<file path="src/rtl/sbc_pkg.sv">
package sbc_pkg;
  typedef enum logic [2:0] {
    ST_IDLE    = 3'd0,
    ST_OPENING = 3'd1,
    ST_OPEN    = 3'd2,
    ST_RD      = 3'd3,
    ST_WR      = 3'd4,
    ST_WREC    = 3'd5,
    ST_CLOSING = 3'd6,
    ST_REFR    = 3'd7
  } bank_st_e;

  typedef enum logic [2:0] {
    OP_NONE = 3'd0,
    OP_ACT  = 3'd1,
    OP_RD   = 3'd2,
    OP_WR   = 3'd3,
    OP_PRE  = 3'd4,
    OP_REF  = 3'd5,
    OP_MRS  = 3'd6
  } op_e;
endpackage

</file>
<file path="src/rtl/sbc_bank_fsm.sv">
module sbc_bank_fsm
  import sbc_pkg::*;
#(
  parameter int CNT_W = 8
) (
  input  logic             clk,
  input  logic             rst_n,
  input  op_e              op,
  input  logic             a10,
  input  logic             go,
  input  logic [CNT_W-1:0] cfg_trcd,
  input  logic [CNT_W-1:0] cfg_trp,
  input  logic [CNT_W-1:0] cfg_trfc,
  input  logic [CNT_W-1:0] cfg_twr,
  input  logic [CNT_W-1:0] cfg_bl,
  output bank_st_e         st,
  output logic             reject
);
  localparam logic [CNT_W-1:0] ONE = CNT_W'(1);

  logic [CNT_W-1:0] cnt;
  logic             ap_q;
  logic             starts;
  logic             timed;

  always_comb begin
    reject = 1'b0;
    unique case (op)
      OP_ACT: reject = (st != ST_IDLE);
      OP_RD:  reject = !((st == ST_OPEN) || (st == ST_RD && !ap_q));
      OP_WR:  reject = !((st == ST_OPEN) ||
                         ((st == ST_WR || st == ST_WREC) && !ap_q));
      OP_PRE: reject = !((st == ST_IDLE) || (st == ST_OPEN) ||
                         (st == ST_CLOSING) || (st == ST_RD && !ap_q));
      OP_REF, OP_MRS: reject = (st != ST_IDLE);
      default: reject = 1'b0;
    endcase
  end

  always_comb begin
    starts = 1'b0;
    if (go) begin
      unique case (op)
        OP_ACT, OP_RD, OP_WR, OP_REF: starts = 1'b1;
        OP_PRE:  starts = (st == ST_OPEN) || (st == ST_RD);
        default: starts = 1'b0;
      endcase
    end
  end

  assign timed = (st != ST_IDLE) && (st != ST_OPEN);

  always_ff @(posedge clk) begin
    if (!rst_n) begin
      st   <= ST_IDLE;
      cnt  <= '0;
      ap_q <= 1'b0;
    end else if (starts) begin
      unique case (op)
        OP_ACT: begin st <= ST_OPENING; cnt <= cfg_trcd; end
        OP_RD:  begin st <= ST_RD; cnt <= cfg_bl; ap_q <= a10; end
        OP_WR:  begin st <= ST_WR; cnt <= cfg_bl; ap_q <= a10; end
        OP_PRE: begin st <= ST_CLOSING; cnt <= cfg_trp; ap_q <= 1'b0; end
        default: begin st <= ST_REFR; cnt <= cfg_trfc; end
      endcase
    end else if (timed) begin
      if (cnt <= ONE) begin
        unique case (st)
          ST_OPENING: st <= ST_OPEN;
          ST_RD: begin
            if (ap_q) begin st <= ST_CLOSING; cnt <= cfg_trp; ap_q <= 1'b0; end
            else st <= ST_OPEN;
          end
          ST_WR: begin st <= ST_WREC; cnt <= cfg_twr; end
          ST_WREC: begin
            if (ap_q) begin st <= ST_CLOSING; cnt <= cfg_trp; ap_q <= 1'b0; end
            else st <= ST_OPEN;
          end
          default: begin st <= ST_IDLE; ap_q <= 1'b0; end
        endcase
      end else begin
        cnt <= cnt - ONE;
      end
    end
  end

  // an accepted activate always lands in the opening state
  p_act_opens_r2: assert property (@(posedge clk) disable iff (!rst_n)
    (go && op == OP_ACT) |=> (st == ST_OPENING));

  // an idle bank can only leave toward opening or refreshing
  p_idle_exit_r3: assert property (@(posedge clk) disable iff (!rst_n)
    (st == ST_IDLE) |=> (st == ST_IDLE || st == ST_OPENING || st == ST_REFR));

  // recovery ends in open, closing, or a fresh write burst
  p_wrec_exit_r5: assert property (@(posedge clk) disable iff (!rst_n)
    (st == ST_WREC) |=>
      (st == ST_WREC || st == ST_OPEN || st == ST_CLOSING || st == ST_WR));
endmodule

</file>
<file path="config.mk">
export PLATFORM = sky130hd
export DESIGN_NAME = sbc_bank_fsm
export DESIGN_NICKNAME = d
export VERILOG_FILES = /design/src/rtl/sbc_pkg.sv /design/src/rtl/sbc_bank_fsm.sv
export SDC_FILE = /design/constraint.sdc
export NUM_CORES = 1
export LEC_CHECK = 0
export ABC_AREA = 1
export BUFFER_PORTS_ARGS = -buffer_cell sky130_fd_sc_hd__buf_4
export CORE_UTILIZATION = 55
export DETAILED_ROUTE_END_ITERATION = 6
export PLACE_DENSITY = 0.94
export SETUP_SLACK_MARGIN = 0.02
export SKIP_LAST_GASP = 1
export SLEW_MARGIN = 10
export SYNTH_ARGS = -nofsm -noshare
export SYNTH_HDL_FRONTEND = slang
export SYNTH_SLANG_ARGS = --single-unit
</file>
<file path="constraint.sdc">
create_clock -name clk -period 2.5 [get_ports clk]
set_input_delay 0.375 -clock clk [delete_from_list [all_inputs] [get_ports clk]]
set_output_delay 0.375 -clock clk [all_outputs]
set_load 0.01 [all_outputs]
</file>
# Word-level counts from Yosys, hierarchy flattened
# Index checks and enable logic that the tools add are counted.
totals:
  inputBits: 47
  output_inout_bits: 4
  elab_cells: 68
  register_bits: 12
op_classes:
  reduce_logical: 26
  eq_ne: 17
  magnitude_cmp: 1
  n_mux: 20
  add_sub_neg: 1
ops:
  columns: ["op", "count"]
  rows:
  - ["$mux 8", 4]
  - ["$pmux 8 s3", 1]
  - ["$eq 3x3->1 const B", 6]
  - ["$pmux 8 s2", 1]
  - ["$eq 3x2->1 const B", 4]
  - ["$mux 3", 4]
  - ["$pmux 3 s4", 1]
  - ["$pmux 3 s3", 1]
  - ["$le 8x1->1 const B", 1]
  - ["$ne 4x4->1 const B", 2]
  - ["$sub 8x1->8 const B", 1]
  - ["$logic_or 1x1->1", 7]
  - ["$eq 3x1->1 const B", 2]
  - ["$ne 3x2->1 const B", 2]
  - ["$reduce_or 2->1", 3]
  - ["$mux 1", 5]
  - ["$logic_not 1->1", 4]
  - ["$pmux 1 s2", 2]
  - ["$pmux 1 s4", 1]
  - ["$reduce_and 4->1", 1]
  - ["$reduce_bool 2->1", 2]
  - ["$reduce_or 4->1", 1]
  - ["$logic_and 1x1->1", 3]
  - ["$logic_not 3->1", 1]
  - ["5 further kinds", 5]

# Depth between registers and ports, before layout
depth:
  word_depth: 6
  depth_mapped: 13
  mapped_depth_nobuf: 13

# Worst setup path before layout
# Ideal clock, no wire load.
synth_timing:
  path_kind: "register to output"
  startpoint: "reg st[0]"
  endpoint: "out reject"
  path_stages_with_launch: 6
  setup_slack_ns: 0.963
  required_ns: 2.125
  arrival_time_ns: 1.162
  path_buffers: 0
  path_cell_list: "dfxtp_1 > inv_1 > nor4_1 > o22ai_1 > o21ai_0 > nand3_1"
synth_between:
  elab_chain_len: 6
  elab_cells_between_ends: 19
  cone_classes: "5 x eq/ne; 1 x mux; 13 x reduce/logical"
synth_lines:
  columns: ["element", "line", "source"]
  rows:
  - ["from (decl)", "sbc_bank_fsm.sv:16", "output bank_st_e st,"]
  - ["from (signal assigned)", "sbc_bank_fsm.sv:55", "st <= ST_IDLE;"]
  - ["from (signal assigned)", "sbc_bank_fsm.sv:60", "OP_ACT: begin st <= ST_OPENING; cnt <= cfg_trcd; end"]
  - ["from (signal assigned)", "sbc_bank_fsm.sv:61", "OP_RD: begin st <= ST_RD; cnt <= cfg_bl; ap_q <= a10; end"]
  - ["$eq 3x2->1, or another cell as far along", "sbc_bank_fsm.sv:30, sbc_bank_fsm.sv:31, sbc_bank_fsm.sv:33", null]
  - ["$logic_or 1x1->1, on equally long branches", "sbc_bank_fsm.sv:33, sbc_bank_fsm.sv:32", null]
  - ["$logic_or 1x1->1 or $logic_and 1x1->1 (tied branches)", "sbc_bank_fsm.sv:33, sbc_bank_fsm.sv:32", null]
  - ["$logic_or 1x1->1, on equally long branches", "sbc_bank_fsm.sv:34, sbc_bank_fsm.sv:31", null]
  - ["$logic_not 1->1, on equally long branches", "sbc_bank_fsm.sv:33, sbc_bank_fsm.sv:31", null]
  - ["$pmux 1 s4 *", "sbc_bank_fsm.sv:28", "unique case (op)"]
  - ["to (decl)", "sbc_bank_fsm.sv:17", "output logic reject"]
# Every way passes the cells marked *; elsewhere a longest branch is shown, timed or not.

# Worst setup path after layout
# Same ends and word-level chain as after synthesis.

==> summary.md <==
| Metric | Value |
|---|---|
| Status | `completed` |
| Fraction of registers with async set or reset after synthesis | `0%` |
| Most frequent cell after synthesis | `nand2_1` |
| WL per Instance | `around 12 µm` |
| Total CTS buffers | `3` |
| Final period demand of the worst path | `~1.9 ns` |
| Drt pass-1 iters | `5` |
| Critical Path Source Type | `flip-flop` |
| Req. time, crit path | `between 2 and 2.5 ns` |
| Crit path DAT | `about 1.5 ns` |
| Avg Inst Size Synth | `about 5.5 µm²` |
| Count of final setup violators | `0` |
| Layout cells sized above 1 | `about a quarter` |
| # hold bufs at CTS | `0` |
| CTS tree | `done` |
| Postcts setup bufs | `0` |
| Die area | `between 2000 and 3000 µm²` |
| IO buf count | `50` |
| Setup TNS Final | `0 ns` |
| Vias | `approximately 2000` |
| Hold_ws | `around 0.37 ns` |
| Synth Instances | `between 200 and 300` |
| # clock sinks | `12` |
| Max IR drop VDD | `1.22 mV` |
| Antenna Violating Nets Remaining | `0` |
| Clock transition at path regs | `roughly 0.08 ns` |
| Register bit total from synthesis | `12` |
| Clock Root Buffer | `clkbuf_4` |
| RSZ-0062 raised after global routing | `no` |
| Routed wire length | `4.25 mm` |
| Die Ht | `~54 µm` |
| Mapped Area | `around 1500 µm²` |
| Clock Path Buffers | `2` |
| YS warnings | `0` |
| Antenna violations before repair | `0` |
| 1st-iter DRT viols | `84` |
| Slew HR | `72.4%` |
| Seq/Total Area, Yosys | `roughly 16%` |
| Fill cells | `roughly 220` |
| Core outline area | `~2500 µm²` |
| Final hold vios | `0` |
| Final Total Pwr | `0.00194 W` |
| Critical path type | `reg2out` |
| Post-synth EDFFs | `0` |
| Max Clock Freq | `523 MHz` |
| Rows | `18` |
| Top cells by area, synth | `nand2_1 (16%), dfxtp_1 (16%), nand3_1 (13%), inv_1 (9.0%), nor2_1 (9.0%)` |
| R2R Setup Slk | `around 0.7 ns` |
| Pwr dens | `around 1000 nW/µm²` |
| Share of the synthesized area in the top cell type | `between 10% and 20%` |
| Global-route wire length before repair | `approximately 7 mm` |
| Final #Nets | `371` |
| Post_cts resized | `0` |
| Top FF cell, synth | `dfxtp_1` |
| Max cap viols | `0` |
| Clock skew | `0.00137 ns` |
| Slew @ Worst Pin | `between 0.4 and 0.5 ns` |
| GPL Wtd Cong | `1.01` |
| Vias in the first global route | `approximately 1700` |
| Antenna diodes | `0` |
| Post-synth top area cell | `nand2_1` |
| CP endpoint kind | `output pin` |
| Syn Nets | `320` |
| Num ports | `slightly above 50` |
| Leak | `around 1.0 nW` |
| H-tree depth | `1` |
| Area Overhead vs Synth | `28.2%` |
| Distinct cells, synth | `31` |
| Largest net degree at the start of global routing | `16` |
| Skew-Pair Late Insertion Delay | `approximately 0.28 ns` |
| Die Span X | `54.1 µm` |
| Starting Density | `about three fifths` |
| Via density | `~5.6` |
| Crit-path max FO | `15` |
| GRT Residual Overflow | `0` |
| Final Max Slew Viols | `0` |
| Detailed Place HPWL | `roughly 3.4 mm` |
| GR Util All Layers | `about a third` |
| DRC viols | `0` |
| Hold Crit Class | `in2reg` |
| Fin crit share | `between 70% and 80%` |
| Top cells by count, synth | `nand2_1 (65), nand3_1 (38), inv_1 (36), nor2_1 (36)` |
-- cells by family (layout without fill, tap and decap cells) --
group / count (synthesis) / in the layout / synth area share (%)
adder cells (fa/ha/maj): 2 / 2 / 1.67
flip-flops: 12 / 12 / 16.1
AO/OA/AOI/OAI: 39 / 39 / 15.0
AND/OR/NAND/NOR: 168 / 168 / 53.5
buffers and inverters: 50 / 100 / 13.7
-- critical path, cell delays in order (launching register included) --
cell and delay (ns):
dfxtp_1 0.31, buf_4 0.19, nor2_1 0.23, inv_1 0.09, o211ai_1 0.18, nand3_1 0.10, buf_4 0.15
-- state kept, by name, summed over array words and instances, names as in the netlist --
register	count
cnt	8
st	3
ap_q	1
-- where the power goes --
| group | leakage [nW] | switching (W) | internal, W |
|---|---|---|---|
| Sequential | 0.0983 | 0.000102 | 0.000268 |
| Clock | 0.0210 | 0.0000731 | 0.0000887 |
| Combinational | 0.901 | 0.000895 | 0.000515 |
| Total | 1.02 | 0.00107 | 0.000872 |
-- cells in the final DEF (no fill, tap or decap) --
cell	Yosys	routed
nor2_8	1	1
nand4_1	12	12
ha_1	2	2
clkinv_2	1	1
clkbuf_4	0	3
o22ai_1	1	1
nand2_4	4	4
nor2_2	4	4
nand2_2	4	4
nor4_1	1	1
o211ai_1	1	1
buf_4	2	51
o21bai_1	1	1
nor2_1	36	36
o211ai_2	1	1
a31oi_1	1	1
nor3_1	1	1
o21ai_4	1	1
clkbuf_8	0	1
nand3_4	1	1
a21boi_1	1	1
nor2_4	1	1
nand3_1	38	38
nand2_1	65	65
dfxtp_1	12	12
inv_1	36	36
a21oi_1	15	15
o21ai_1	2	2
o21ai_0	15	15
inv_2	8	8
-- metal layers --
layer  vias up  global-route usage [%]  part of all wire, %
met4         0                    12.8                  2.7
met3        14                    5.93                  8.7
met5         -                       0                    0
li1        984                       -                    -
met2       106                    55.8                   47
met1       852                    38.5                   41
-- path summary, 6_finish.rpt --
kind,startpoint,endpoint,cells after the start
max reg2reg,st[2]$_SDFFE_PN0P_,cnt[3]$_SDFFE_PN0P_,8
min,rst_n,ap_q$_SDFFE_PN0P_,3
max,st[0]$_SDFFE_PN0P_,reject,6
min reg2reg,cnt[5]$_SDFFE_PN0P_,cnt[5]$_SDFFE_PN0P_,2
-- layout make-up --
cell class                      instances  area (µm²)  area share [%]
Multi-Input combinational cell        209        1050            54.7
Timing Repair Buffer                   51         383            20.0
Sequential cell                        12         240            12.5
Inverter                               45         170            8.88
Tap cell                               30        37.5            1.96
Clock buffer                            4        36.3            1.89
-- through the flow --
stage                     cells  utilization, %  cell area (µm²)  worst slack (ns)
after floorplan             271               -             1490             0.963
after global placement      347            74.5             1880             0.793
after detailed placement    347            74.5             1880             0.744
after CTS                   351            75.9             1920             0.560
after global routing        351            75.9             1920             0.397
final                       351            75.9             1920             0.587
(Power assumes the default switching activity.)
